===== src/rtl/scroll_addr_pkg.sv =====
package scroll_addr_pkg;
  localparam int unsigned VADDR_W = 15;
  localparam int unsigned DATA_W  = 8;
  localparam int unsigned FX_W    = 3;

  typedef logic [VADDR_W-1:0] vaddr_t;

  // field masks
  localparam vaddr_t HORIZ_MASK = 15'h041F;
  localparam vaddr_t VERT_MASK  = 15'h7BE0;

  // event dots
  localparam int unsigned DOT_X_FIRST  = 8;
  localparam int unsigned DOT_Y_STEP   = 256;
  localparam int unsigned DOT_H_COPY   = 257;
  localparam int unsigned DOT_PRE_X0   = 328;
  localparam int unsigned DOT_PRE_X1   = 336;
  localparam int unsigned DOT_V_FIRST  = 280;
  localparam int unsigned DOT_V_LAST   = 304;

  localparam logic [4:0] ROW_LAST_VIS = 5'd29;
  localparam logic [4:0] ROW_MAX      = 5'd31;

  function automatic vaddr_t f_step_x(vaddr_t v);
    vaddr_t r;
    r = v;
    if (&v[4:0]) begin
      r[4:0] = '0;
      r[10]  = ~v[10];
    end else begin
      r[4:0] = v[4:0] + 5'd1;
    end
    return r;
  endfunction

  function automatic vaddr_t f_step_y(vaddr_t v);
    vaddr_t r;
    r = v;
    if (!(&v[14:12])) begin
      r[14:12] = v[14:12] + 3'd1;
    end else begin
      r[14:12] = '0;
      if (v[9:5] == ROW_LAST_VIS) begin
        r[9:5] = '0;
        r[11]  = ~v[11];
      end else if (v[9:5] == ROW_MAX) begin
        r[9:5] = '0;
      end else begin
        r[9:5] = v[9:5] + 5'd1;
      end
    end
    return r;
  endfunction
endpackage


===== src/rtl/scroll_render_ctl.sv =====
module scroll_render_ctl
  import scroll_addr_pkg::*;
#(
  parameter int unsigned DOT_W     = 9,
  parameter int unsigned LINE_W    = 9,
  parameter int unsigned VIS_LINES = 240
) (
  input  logic [DOT_W-1:0]  dot_i,
  input  logic [LINE_W-1:0] line_i,
  input  logic              render_en_i,
  input  logic              prerender_i,
  output logic              ev_step_x_o,
  output logic              ev_step_y_o,
  output logic              ev_copy_h_o,
  output logic              ev_copy_v_o
);
  localparam logic [DOT_W-1:0]  D_X_FIRST = DOT_W'(DOT_X_FIRST);
  localparam logic [DOT_W-1:0]  D_Y_STEP  = DOT_W'(DOT_Y_STEP);
  localparam logic [DOT_W-1:0]  D_H_COPY  = DOT_W'(DOT_H_COPY);
  localparam logic [DOT_W-1:0]  D_PRE_X0  = DOT_W'(DOT_PRE_X0);
  localparam logic [DOT_W-1:0]  D_PRE_X1  = DOT_W'(DOT_PRE_X1);
  localparam logic [DOT_W-1:0]  D_V_FIRST = DOT_W'(DOT_V_FIRST);
  localparam logic [DOT_W-1:0]  D_V_LAST  = DOT_W'(DOT_V_LAST);
  localparam logic [LINE_W-1:0] L_VIS     = LINE_W'(VIS_LINES);

  logic active;
  logic tile_dot;
  logic in_fetch;
  logic in_prefetch;

  assign active      = render_en_i && ((line_i < L_VIS) || prerender_i);
  assign tile_dot    = (dot_i[2:0] == 3'd0);
  assign in_fetch    = (dot_i >= D_X_FIRST) && (dot_i < D_Y_STEP);
  assign in_prefetch = (dot_i == D_PRE_X0) || (dot_i == D_PRE_X1);

  assign ev_step_x_o = active && tile_dot && (in_fetch || in_prefetch);
  assign ev_step_y_o = active && (dot_i == D_Y_STEP);
  assign ev_copy_h_o = active && (dot_i == D_H_COPY);
  assign ev_copy_v_o = active && prerender_i &&
                       (dot_i >= D_V_FIRST) && (dot_i <= D_V_LAST);
endmodule


===== src/rtl/scroll_tmp_reg.sv =====
module scroll_tmp_reg
  import scroll_addr_pkg::*;
(
  input  logic              clk_i,
  input  logic              rst_ni,
  input  logic [DATA_W-1:0] wdata_i,
  input  logic              ctrl_we_i,
  input  logic              scroll_we_i,
  input  logic              addr_we_i,
  input  logic              status_rd_i,
  output vaddr_t            tmp_o,
  output vaddr_t            load_val_o,
  output logic              load_v_o,
  output logic [FX_W-1:0]   fine_x_o,
  output logic              toggle_o,
  output logic              step_wide_o
);
  vaddr_t          tmp_q, tmp_d;
  logic [FX_W-1:0] fx_q, fx_d;
  logic            tog_q, tog_d;
  logic            wide_q, wide_d;

  always_comb begin
    tmp_d  = tmp_q;
    fx_d   = fx_q;
    tog_d  = tog_q;
    wide_d = wide_q;
    if (ctrl_we_i) begin
      tmp_d[11:10] = wdata_i[1:0];
      wide_d       = wdata_i[2];
    end
    if (scroll_we_i) begin
      if (!tog_q) begin
        tmp_d[4:0] = wdata_i[7:3];
        fx_d       = wdata_i[2:0];
      end else begin
        tmp_d[14:12] = wdata_i[2:0];
        tmp_d[9:5]   = wdata_i[7:3];
      end
      tog_d = ~tog_q;
    end
    if (addr_we_i) begin
      if (!tog_q) begin
        tmp_d[13:8] = wdata_i[5:0];
        tmp_d[14]   = 1'b0;
      end else begin
        tmp_d[7:0] = wdata_i;
      end
      tog_d = ~tog_q;
    end
    if (status_rd_i) tog_d = 1'b0;
  end

  always_ff @(posedge clk_i or negedge rst_ni) begin
    if (!rst_ni) begin
      tmp_q  <= '0;
      fx_q   <= '0;
      tog_q  <= 1'b0;
      wide_q <= 1'b0;
    end else begin
      tmp_q  <= tmp_d;
      fx_q   <= fx_d;
      tog_q  <= tog_d;
      wide_q <= wide_d;
    end
  end

  assign tmp_o       = tmp_q;
  assign load_val_o  = {tmp_q[14:8], wdata_i};
  assign load_v_o    = addr_we_i && tog_q;
  assign fine_x_o    = fx_q;
  assign toggle_o    = tog_q;
  assign step_wide_o = wide_q;
endmodule


===== src/rtl/scroll_cur_reg.sv =====
module scroll_cur_reg
  import scroll_addr_pkg::*;
#(
  parameter int unsigned STEP_NARROW = 1,
  parameter int unsigned STEP_WIDE   = 32
) (
  input  logic   clk_i,
  input  logic   rst_ni,
  input  vaddr_t tmp_i,
  input  vaddr_t load_val_i,
  input  logic   load_v_i,
  input  logic   data_acc_i,
  input  logic   step_wide_i,
  input  logic   ev_step_x_i,
  input  logic   ev_step_y_i,
  input  logic   ev_copy_h_i,
  input  logic   ev_copy_v_i,
  output vaddr_t vaddr_o
);
  localparam vaddr_t INC_N = VADDR_W'(STEP_NARROW);
  localparam vaddr_t INC_W = VADDR_W'(STEP_WIDE);

  vaddr_t v_q, v_d;

  always_comb begin
    v_d = v_q;
    if (load_v_i) begin
      v_d = load_val_i;
    end else if (data_acc_i) begin
      v_d = v_q + (step_wide_i ? INC_W : INC_N);
    end else begin
      if (ev_step_x_i) v_d = f_step_x(v_q);
      if (ev_step_y_i) v_d = f_step_y(v_q);
      if (ev_copy_h_i) v_d = (v_q & ~HORIZ_MASK) | (tmp_i & HORIZ_MASK);
      if (ev_copy_v_i) v_d = (v_q & ~VERT_MASK) | (tmp_i & VERT_MASK);
    end
  end

  always_ff @(posedge clk_i or negedge rst_ni) begin
    if (!rst_ni) v_q <= '0;
    else         v_q <= v_d;
  end

  assign vaddr_o = v_q;
endmodule


===== src/rtl/scroll_addr_unit.sv =====
module scroll_addr_unit
  import scroll_addr_pkg::*;
#(
  parameter int unsigned DOT_W     = 9,
  parameter int unsigned LINE_W    = 9,
  parameter int unsigned VIS_LINES = 240
) (
  input  logic              clk_i,
  input  logic              rst_ni,
  input  logic [DOT_W-1:0]  dot_i,
  input  logic [LINE_W-1:0] line_i,
  input  logic              render_en_i,
  input  logic              prerender_i,
  input  logic [7:0]        wdata_i,
  input  logic              ctrl_we_i,
  input  logic              scroll_we_i,
  input  logic              addr_we_i,
  input  logic              data_acc_i,
  input  logic              status_rd_i,
  output logic [14:0]       vaddr_o,
  output logic [2:0]        fine_x_o
);
  vaddr_t tmp, load_val;
  logic   load_v, wr_toggle, step_wide;
  logic   ev_x, ev_y, ev_h, ev_v;

  scroll_render_ctl #(
    .DOT_W(DOT_W), .LINE_W(LINE_W), .VIS_LINES(VIS_LINES)
  ) u_ctl (
    .dot_i       (dot_i),
    .line_i      (line_i),
    .render_en_i (render_en_i),
    .prerender_i (prerender_i),
    .ev_step_x_o (ev_x),
    .ev_step_y_o (ev_y),
    .ev_copy_h_o (ev_h),
    .ev_copy_v_o (ev_v)
  );

  scroll_tmp_reg u_tmp (
    .clk_i       (clk_i),
    .rst_ni      (rst_ni),
    .wdata_i     (wdata_i),
    .ctrl_we_i   (ctrl_we_i),
    .scroll_we_i (scroll_we_i),
    .addr_we_i   (addr_we_i),
    .status_rd_i (status_rd_i),
    .tmp_o       (tmp),
    .load_val_o  (load_val),
    .load_v_o    (load_v),
    .fine_x_o    (fine_x_o),
    .toggle_o    (wr_toggle),
    .step_wide_o (step_wide)
  );

  scroll_cur_reg u_cur (
    .clk_i       (clk_i),
    .rst_ni      (rst_ni),
    .tmp_i       (tmp),
    .load_val_i  (load_val),
    .load_v_i    (load_v),
    .data_acc_i  (data_acc_i),
    .step_wide_i (step_wide),
    .ev_step_x_i (ev_x),
    .ev_step_y_i (ev_y),
    .ev_copy_h_i (ev_h),
    .ev_copy_v_i (ev_v),
    .vaddr_o     (vaddr_o)
  );
endmodule


===== config.mk =====
export PLATFORM = sky130hd
export DESIGN_NAME = scroll_addr_unit
export DESIGN_NICKNAME = d
export VERILOG_FILES = /design/src/rtl/scroll_addr_pkg.sv /design/src/rtl/scroll_render_ctl.sv /design/src/rtl/scroll_tmp_reg.sv /design/src/rtl/scroll_cur_reg.sv /design/src/rtl/scroll_addr_unit.sv
export SDC_FILE = /design/constraint.sdc
export NUM_CORES = 1
export LEC_CHECK = 0
export ABC_AREA = 1
export BUFFER_PORTS_ARGS = -buffer_cell sky130_fd_sc_hd__buf_2
export CAP_MARGIN = 20
export CORE_MARGIN = 4
export CORE_UTILIZATION = 46
export CTS_CLUSTER_DIAMETER = 150
export DETAILED_ROUTE_END_ITERATION = 8
export GPL_TIMING_DRIVEN = 1
export PLACE_DENSITY = 0.78
export SLEW_MARGIN = 20
export SYNTH_ARGS = -nofsm -noshare
export SYNTH_HDL_FRONTEND = slang
export SYNTH_HIERARCHICAL = 1
export SYNTH_SLANG_ARGS = --single-unit

===== constraint.sdc =====
create_clock -name clk_i -period 3.4 [get_ports clk_i]
set_input_delay 0.68 -clock clk_i [delete_from_list [all_inputs] [get_ports clk_i]]
set_output_delay 0.68 -clock clk_i [all_outputs]
set_load 0.02 [all_outputs]

==> impl_metrics.yaml, run 1 <==
run_status:
  outcome: "completed"
routing:
  ant_nets: 0
  first_pass_iters: 5
  wl_per_cell_um: 13.6
  drt_iter0_drc: 214
  vias: 3154
  drt-total-wl_um: 8000
  vias_per_cell: 5.36
  drcViolationCount: 0
layout:
  antenna_cells: 0
  instances_no_fill: 588
  fin_area_um2: 3280
  multi_input_area_um2: 1750
  seq_area_um2: 876
  area_growth_pct: 7.90
  drive_gt1_frac: 0.180
  nFillCells: 673
  fin_nets: 555
logic_synthesis:
  async_flop_share: 1.00
  avgSynthCellArea_um2: 6.34
  seq_area_frac_synth: 0.288
  syn_nets: 525
  synth.ff_latch_count: 35
  netlist_instances: 480
  syn_area_um2: 3040
  synth_flop_cell: "dfrtp_1"
  synth.distinct_cells: 42
  ys.warnings.count: 6
  synth_edf_count: 0
sta:
  timing.hold.ws_ns: 0.471
  slew_headroom: 0.466
  min_period_over_period: 0.638
  hold_violations: 0
  fmax_mhz: 461
  final_max_slew_viol_count: 0
  fin_skew_ns: 0.00589
  rsz0062_at_grt: "false"
  setup_tns_ns: 0
  final-setup-viol-count: 0
  tightest_slew_ns: 0.801
  period_needed_ns: 2.17
floorplanning:
  ioPinCount: 53
  design.die.area_um2: 7980
  dieWidth_um: 89.3
  num_rows: 29
  die_h_um: 89.3
  initial_core_util: 0.476
  coreArea_um2: 6390
critical_path:
  rrSetupSlack_ns: 1.38
  reg2reg_depth: 10
  rr_startpoint: "u_tmp/toggle_o$_DFFE_PN0P_"
  critPathMaxFanout: 10
  crit_type: "primary input to register"
  worst_r2r_endpoint: "u_cur/vaddr_o[5]$_DFFE_PN0P_"
  crit_path_start_kind: "primary input"
  arrival_ns: 2.36
  cp_data_required_time_ns: 3.59
  endpoint_kind: "register"
power_and_ir_drop:
  p_int_mw: 0.848
  total_power_mw: 1.48
  combPwrFrac: 0.368
  p_seq_frac: 0.423
  p_leak_nw: 1.79
  power.share.clock: 0.209
  ir_worst_vdd_v: 0.000216
  sw_frac_of_total: 0.429
  p_per_area_nw_per_um2: 452
  netSwitchingPower_mw: 0.637
clock_network:
  cts_max_path_buffers: 2
  cts_setup_buffers: 0
  cts_root_buffer: "clkbuf_8"
  cts_tree: "yes"
  clk_pin_slew_worst_paths_ns: 0.08
  hold_buffers: 0
  cts.sinks: 35
  numCtsBuffers: 5
  cts_htree_levels: 2
  cts_resized: 0
  clk-insertion-delay-late_ns: 0.29
grt:
  grt_pass1_vias: 3021
  track_usage: 0.215
  antenna_found_initial: 0
  grt.overflow.total: 0
  grt_pass1_wl_um: 13600
  grt_max_degree: 36
placement:
  gp_congestion: 0.926
  dp_cells: 580
  portBuffers: 48
  place_area_um2: 3200
  dp_hpwl_um: 5950
run:
  drv_cap: 0
hold_path:
  hp-class: "primary input to asynchronous set/reset pin"
-- cells in the final DEF (no fill, tap or decap), drive strengths merged, types with 4 or more instances in the layout --
cell / instances
nor2: 59
o21ai: 22
inv: 56
ha: 10
nand2: 174
clkbuf: 6
nor3: 4
dfrtp: 35
o211ai: 5
buf: 50
nand3: 45
a21oi: 18
-- registers in the layout, indices dropped and copies added (netlist names) --
name / flops
u_tmp/fine_x_o: 3
u_tmp/tmp_o: 15
u_cur/vaddr_o: 15
u_tmp/toggle_o: 1
u_tmp/step_wide_o: 1
-- per-stage QoR --
step	setup WS, ns	util
2_1_floorplan	1.38	-
5_1_grt	1.04	0.514
4_1_cts	1.23	0.514
3_5_place_dp	0.917	0.501
6_report	1.23	0.514
3_3_place_gp	0.934	0.501
-- critical path: stages --
cell and delay [ns]:
buf_2 0.09, inv_1 0.11, nand2_2 0.09, nor2_1 0.11, nand4_1 0.11, nor2_1 0.25
inv_2 0.11, a211oi_2 0.37, nor2_2 0.08, inv_2 0.17, nor2_1 0.06, nand2_1 0.07
nand2_1 0.04
-- kinds of logic after synthesis --
family,synth area share
buffers and inverters,0.136
XOR/XNOR,0.0144
AND/OR/NAND/NOR,0.413
flip-flops,0.288
AO/OA/AOI/OAI,0.108
adder cells (fa/ha/maj),0.0411
-- layer usage --
metal / up-vias / wire length [um] / global-route usage
met5: - / 0 / 0
met4: 0 / 99 / 0.0785
met3: 13 / 544 / 0.0406
met2: 136 / 3760 / 0.356
met1: 1437 / 3600 / 0.279
li1: 1568 / - / -
-- worst max path at each step --
stage                     start                            end  slack (ns)
finish                 dot_i[4]   u_cur/vaddr_o[5]$_DFFE_PN0P_        1.23
global route           dot_i[4]   u_cur/vaddr_o[6]$_DFFE_PN0P_        1.04
CTS                    dot_i[2]   u_cur/vaddr_o[5]$_DFFE_PN0P_        1.23
detailed placement     dot_i[2]   u_cur/vaddr_o[5]$_DFFE_PN0P_        0.92
global placement       dot_i[2]   u_cur/vaddr_o[5]$_DFFE_PN0P_        0.93
floorplan           render_en_i  u_cur/vaddr_o[10]$_DFFE_PN0P_        1.38
-- synth_stat cells (2+ instances only) --
cell        n  share of area
nand2_2     6          0.012
buf_6       3          0.011
nand2_4     2         0.0074
nor2_1     52          0.064
inv_2      10          0.012
buf_4      18          0.044
xor2_1      2         0.0058
or2_2       2         0.0041
o211ai_1    5          0.012
buf_2       3         0.0049
nor3_1      3         0.0049
nand4_1     3         0.0062
xnor2_1     3         0.0086
clkbuf_1    2         0.0025
o21ai_1     8          0.013
inv_1      45          0.056
ha_1       10          0.041
nand2_1   166           0.20
nor2_2      6          0.012
a21oi_1    17          0.028
o21ai_0    14          0.023
nand3_1    43          0.071
nand3_2     2         0.0066
dfrtp_1    35           0.29
nand3b_1    3         0.0074
-- power by group through the flow --
stage	registers (mW)	logic [mW]	clock network, mW
floorplan	0.647	0.375	0
global placement	0.630	0.524	0
detailed placement	0.633	0.541	0
CTS	0.625	0.544	0.317
global route	0.644	0.618	0.335
finish	0.628	0.547	0.310
-- cell type report --
cell class	instances	area share
multi-input cells	361	0.534
flip-flops and latches	35	0.267
well taps	77	0.0294
clock inverters	2	0.00381
clock buffers	6	0.0221
repair buffers	50	0.0778
inverters	57	0.0663
Power figures use the tool's default switching activity.
==> run 2, diff against run 1 <==
==> constraint.sdc (replaced) <==
create_clock -name clk_i -period 2.2 [get_ports clk_i]
set_input_delay 0.44 -clock clk_i [delete_from_list [all_inputs] [get_ports clk_i]]
set_output_delay 0.44 -clock clk_i [all_outputs]
set_load 0.02 [all_outputs]
==> impl_metrics.yaml, run 2 (synthesis results as in run 1) <==
run_status:
  outcome: "completed"
hold_path:
  hp-class: "primary input to asynchronous set/reset pin"
sta:
  rsz0062_at_grt: "false"
  fmax_mhz: 541
  tightest_slew_ns: 0.825
  min_period_over_period: 0.840
  setup_tns_ns: 0
  period_needed_ns: 1.85
  final-setup-viol-count: 0
  final_max_slew_viol_count: 0
  timing.hold.ws_ns: 0.235
  hold_violations: 0
  fin_skew_ns: 0.00711
  fin_ws_ns: 0.351
  slew_headroom: 0.450
routing:
  vias: 3120
  drcViolationCount: 0
  wl_per_cell_um: 13.3
  drt_iter0_drc: 248
  drt-total-wl_um: 7900
  vias_per_cell: 5.27
  first_pass_iters: 5
  ant_nets: 0
layout:
  area_growth_pct: 9.13
  fin_area_um2: 3320
  fin_nets: 559
  drive_gt1_frac: 0.188
  antenna_cells: 0
  final_cell_mix: "nand2_1 (166), nor2_1 (52), buf_2 (48), inv_1 (45), nand3_1 (43)"
  layout_commonest_cell: "nand2_1"
power_and_ir_drop:
  ir_worst_vdd_v: 0.000403
  p_leak_nw: 1.81
  p_per_area_nw_per_um2: 697
grt:
  gr-usage-met2: 0.348
  use_met1: 0.284
  grt.overflow.total: 0
  grt_pass1_wl_um: 13400
  track_usage: 0.213
  grt_max_degree: 36
  grtUsageMet3: 0.0350
  grt.busiest_layer: "met2"
  grt_pass1_vias: 2987
  antenna_found_initial: 0
critical_path:
  cp_data_required_time_ns: 2.39
  rr_startpoint: "u_cur/vaddr_o[0]$_DFFE_PN0P_"
  crit_path_start_kind: "primary input"
  worst_r2r_endpoint: "u_cur/vaddr_o[6]$_DFFE_PN0P_"
  crit_type: "primary input to register"
  reg2reg_depth: 9
  endpoint_kind: "register"
  critPathMaxFanout: 10
  arrival_ns: 2.04
  rrSetupSlack_ns: 0.38
clock_network:
  cts_htree_levels: 2
  cts_max_path_buffers: 2
  numCtsBuffers: 5
  cts_resized: 0
  cts_root_buffer: "clkbuf_8"
  hold_buffers: 0
  clk_pin_slew_worst_paths_ns: 0.09
  cts_tree: "yes"
  cts.sinks: 35
  clk-insertion-delay-late_ns: 0.30
  cts_setup_buffers: 0
placement:
  gp_congestion: 0.921
  place_area_um2: 3230
  dp_hpwl_um: 5960
  pre_cts_ws_ns: 0.0267
  portBuffers: 48
floorplanning:
  die_h_um: 89.3
  design.die.area_um2: 7980
  num_rows: 29
  ioPinCount: 53
  initial_core_util: 0.476
  coreArea_um2: 6390
  dieWidth_um: 89.3
run:
  drv_cap: 0
## run 2: changes by cell type in the layout (fill, tap and decap cells not counted), sizes merged
cell	change
clkinv	-1
inv	+1
clkinvlp	+1
clkbuf	-1
buf	+4
## run 2: how the worst max path moves through the flow
stage                     start                            end  depth (start not counted)  slack, ns
floorplan           render_en_i  u_cur/vaddr_o[10]$_DFFE_PN0P_                         15       0.42
global placement       dot_i[2]   u_cur/vaddr_o[5]$_DFFE_PN0P_                         12       0.06
detailed placement     dot_i[2]   u_cur/vaddr_o[6]$_DFFE_PN0P_                         12       0.03
CTS                    dot_i[2]   u_cur/vaddr_o[6]$_DFFE_PN0P_                         12       0.34
global route        render_en_i  u_cur/vaddr_o[10]$_DFFE_PN0P_                         16       0.14
finish                 dot_i[2]   u_cur/vaddr_o[5]$_DFFE_PN0P_                         12       0.35
## run 2: power by group
group | switching (mW) | internal (mW)
combinational | 0.517 | 0.322
sequential | 0.201 | 0.769
clock | 0.276 | 0.227
## run 2: critical path: stages
cell and delay (ns):
buf_2 0.12, nor2_2 0.14, and3_1 0.17, nand4_1 0.07
nor2_1 0.26, inv_2 0.11, a211oi_2 0.29, nor2_2 0.08
inv_2 0.15, nor2_1 0.06, nand2_1 0.07, nand2_1 0.05
## run 2: per-layer routing
metal | part of all wire | wire length, um
met1 | 0.45 | 3580
met2 | 0.46 | 3630
met3 | 0.067 | 532
met4 | 0.019 | 153
met5 | 0 | 0
## run 2: metrics by stage
| step | util | power (mW) | instances |
|---|---|---|---|
| finish | 0.520 | 2.31 | 592 |
| floorplan | - | 1.58 | 480 |
| global route | 0.520 | 2.50 | 592 |
| global placement | 0.505 | 1.79 | 584 |
| CTS | 0.520 | 2.33 | 592 |
| detailed placement | 0.505 | 1.82 | 584 |
## run 2: layout make-up
class                           instances  area, um^2
Clock buffer                            5        68.8
Clock inverter                          3        23.8
Fill cell                             656        3070
Inverter                               57         218
Multi-Input combinational cell        361        1750
Sequential cell                        35         876
Tap cell                               77        96.3
Timing Repair Buffer                   54         285
==> run 3, diff against run 2 <==
==> constraint.sdc (replaced) <==
create_clock -name clk_i -period 1.85 [get_ports clk_i]
set_input_delay 0.37 -clock clk_i [delete_from_list [all_inputs] [get_ports clk_i]]
set_output_delay 0.37 -clock clk_i [all_outputs]
set_load 0.02 [all_outputs]
==> impl_metrics.yaml, run 3 (synthesis results as in run 1) <==
run_status:
  outcome: "completed"
layout:
  fin_area_um2: 3470
  fin_nets: 578
  antenna_cells: 0
  instances_no_fill: 611
  nFillCells: 638
  layout_commonest_cell: "nand2_1"
  final_util: 0.543
  drive_gt1_frac: 0.223
  area_growth_pct: 14.0
  final_cell_mix: "nand2_1 (166), nor2_1 (51), buf_2 (48), inv_1 (45), nand3_1 (43)"
routing:
  wl_per_cell_um: 13.4
  vias: 3235
  ant_nets: 0
  drcViolationCount: 0
  drt_iter0_drc: 190
  first_pass_iters: 5
  vias_per_cell: 5.29
  drt-total-wl_um: 8160
critical_path:
  cp_data_required_time_ns: 2.09
  crit_type: "register to register"
  crit_path_start_kind: "register"
  critPathMaxFanout: 6
  rrSetupSlack_ns: 0.07
  arrival_ns: 2.01
  endpoint_kind: "register"
floorplanning:
  design.die.area_um2: 7980
  dieWidth_um: 89.3
  ioPinCount: 53
  die_h_um: 89.3
  coreArea_um2: 6390
  initial_core_util: 0.476
  num_rows: 29
grt:
  antenna_found_initial: 0
  track_usage: 0.217
  grt_max_degree: 36
  grt_pass1_vias: 3163
  grt.overflow.total: 0
  grt_pass1_wl_um: 13700
sta:
  fmax_mhz: 562
  slew_headroom: 0.693
  period_needed_ns: 1.78
  final-setup-viol-count: 0
  setup_tns_ns: 0
  hold_violations: 0
  timing.hold.ws_ns: 0.107
  final_max_slew_viol_count: 0
  fin_ws_ns: 0.0722
  tightest_slew_ns: 0.461
  min_period_over_period: 0.961
  fin_skew_ns: 0.00731
placement:
  pre_cts_ws_ns: -0.133
  dp_cells: 601
  gp_congestion: 0.901
  place_area_um2: 3350
  dp_hpwl_um: 6160
  portBuffers: 48
clock_network:
  cts_root_buffer: "clkbuf_8"
  cts_htree_levels: 2
  numCtsBuffers: 5
  clk-insertion-delay-late_ns: 0.29
  cts_max_path_buffers: 2
  cts.sinks: 35
  cts_tree: "yes"
  hold_buffers: 0
  clk_pin_slew_worst_paths_ns: 0.08
run:
  drv_cap: 0
power_and_ir_drop:
  total_power_mw: 2.79
  ir_worst_vdd_v: 0.000433
  p_per_area_nw_per_um2: 805
  p_leak_nw: 1.90
hold_path:
  hp-class: "primary input to asynchronous set/reset pin"
-- run 3: path summary, 6_finish.rpt --
kind | startpoint | endpoint | cells after the start
hold / removal | rst_ni | u_tmp/tmp_o[5]$_DFF_PN0_ | 2
setup reg to reg | u_tmp/step_wide_o$_DFFE_PN0P_ | u_cur/vaddr_o[10]$_DFFE_PN0P_ | 11
max in group asynchronous | rst_ni | u_cur/vaddr_o[0]$_DFFE_PN0P_ | 2
hold reg to reg | u_tmp/fine_x_o[0]$_DFFE_PN0P_ | u_tmp/fine_x_o[0]$_DFFE_PN0P_ | 2
min in group clk_i | status_rd_i | u_tmp/toggle_o$_DFFE_PN0P_ | 2
setup / recovery | u_tmp/step_wide_o$_DFFE_PN0P_ | u_cur/vaddr_o[10]$_DFFE_PN0P_ | 11
-- run 3: area by class of cell --
class | count | area [um^2] | share of cell area
Sequential cell | 35 | 877 | 0.253
Multi-Input combinational cell | 361 | 1760 | 0.508
Clock inverter | 2 | 12.5 | 0.00361
Clock buffer | 6 | 72.6 | 0.0209
Inverter | 57 | 220 | 0.0635
Timing Repair Buffer | 73 | 428 | 0.123
Tap cell | 77 | 96.3 | 0.0278
-- run 3: what timing repair did --
action / CTS / global route
gates resized for setup: 0 / 5
setup buffers: 0 / 2
endpoints found under the setup margin: 0 / 10
-- run 3: routing by layer --
metal	GRT usage	routed length, um
met4	0.0731	117
met3	0.0424	596
met1	0.274	3510
met2	0.369	3940
met5	0	0
-- run 3: critical path: stages, from the launching register on --
cell	delay, ns
dfrtp_1	0.41
inv_1	0.08
ha_1	0.19
ha_2	0.22
nand3_2	0.12
o21bai_4	0.24
nand2_1	0.09
nand2_1	0.07
nand2_1	0.05
o21ai_1	0.14
nand2_1	0.06
nand2_1	0.06
-- run 3: power breakdown --
group | total (mW) | switching, mW | internal [mW]
registers | 1.13 | 0.216 | 0.916
clock network | 0.574 | 0.310 | 0.264
logic | 1.09 | 0.660 | 0.427
total | 2.79 | 1.19 | 1.61
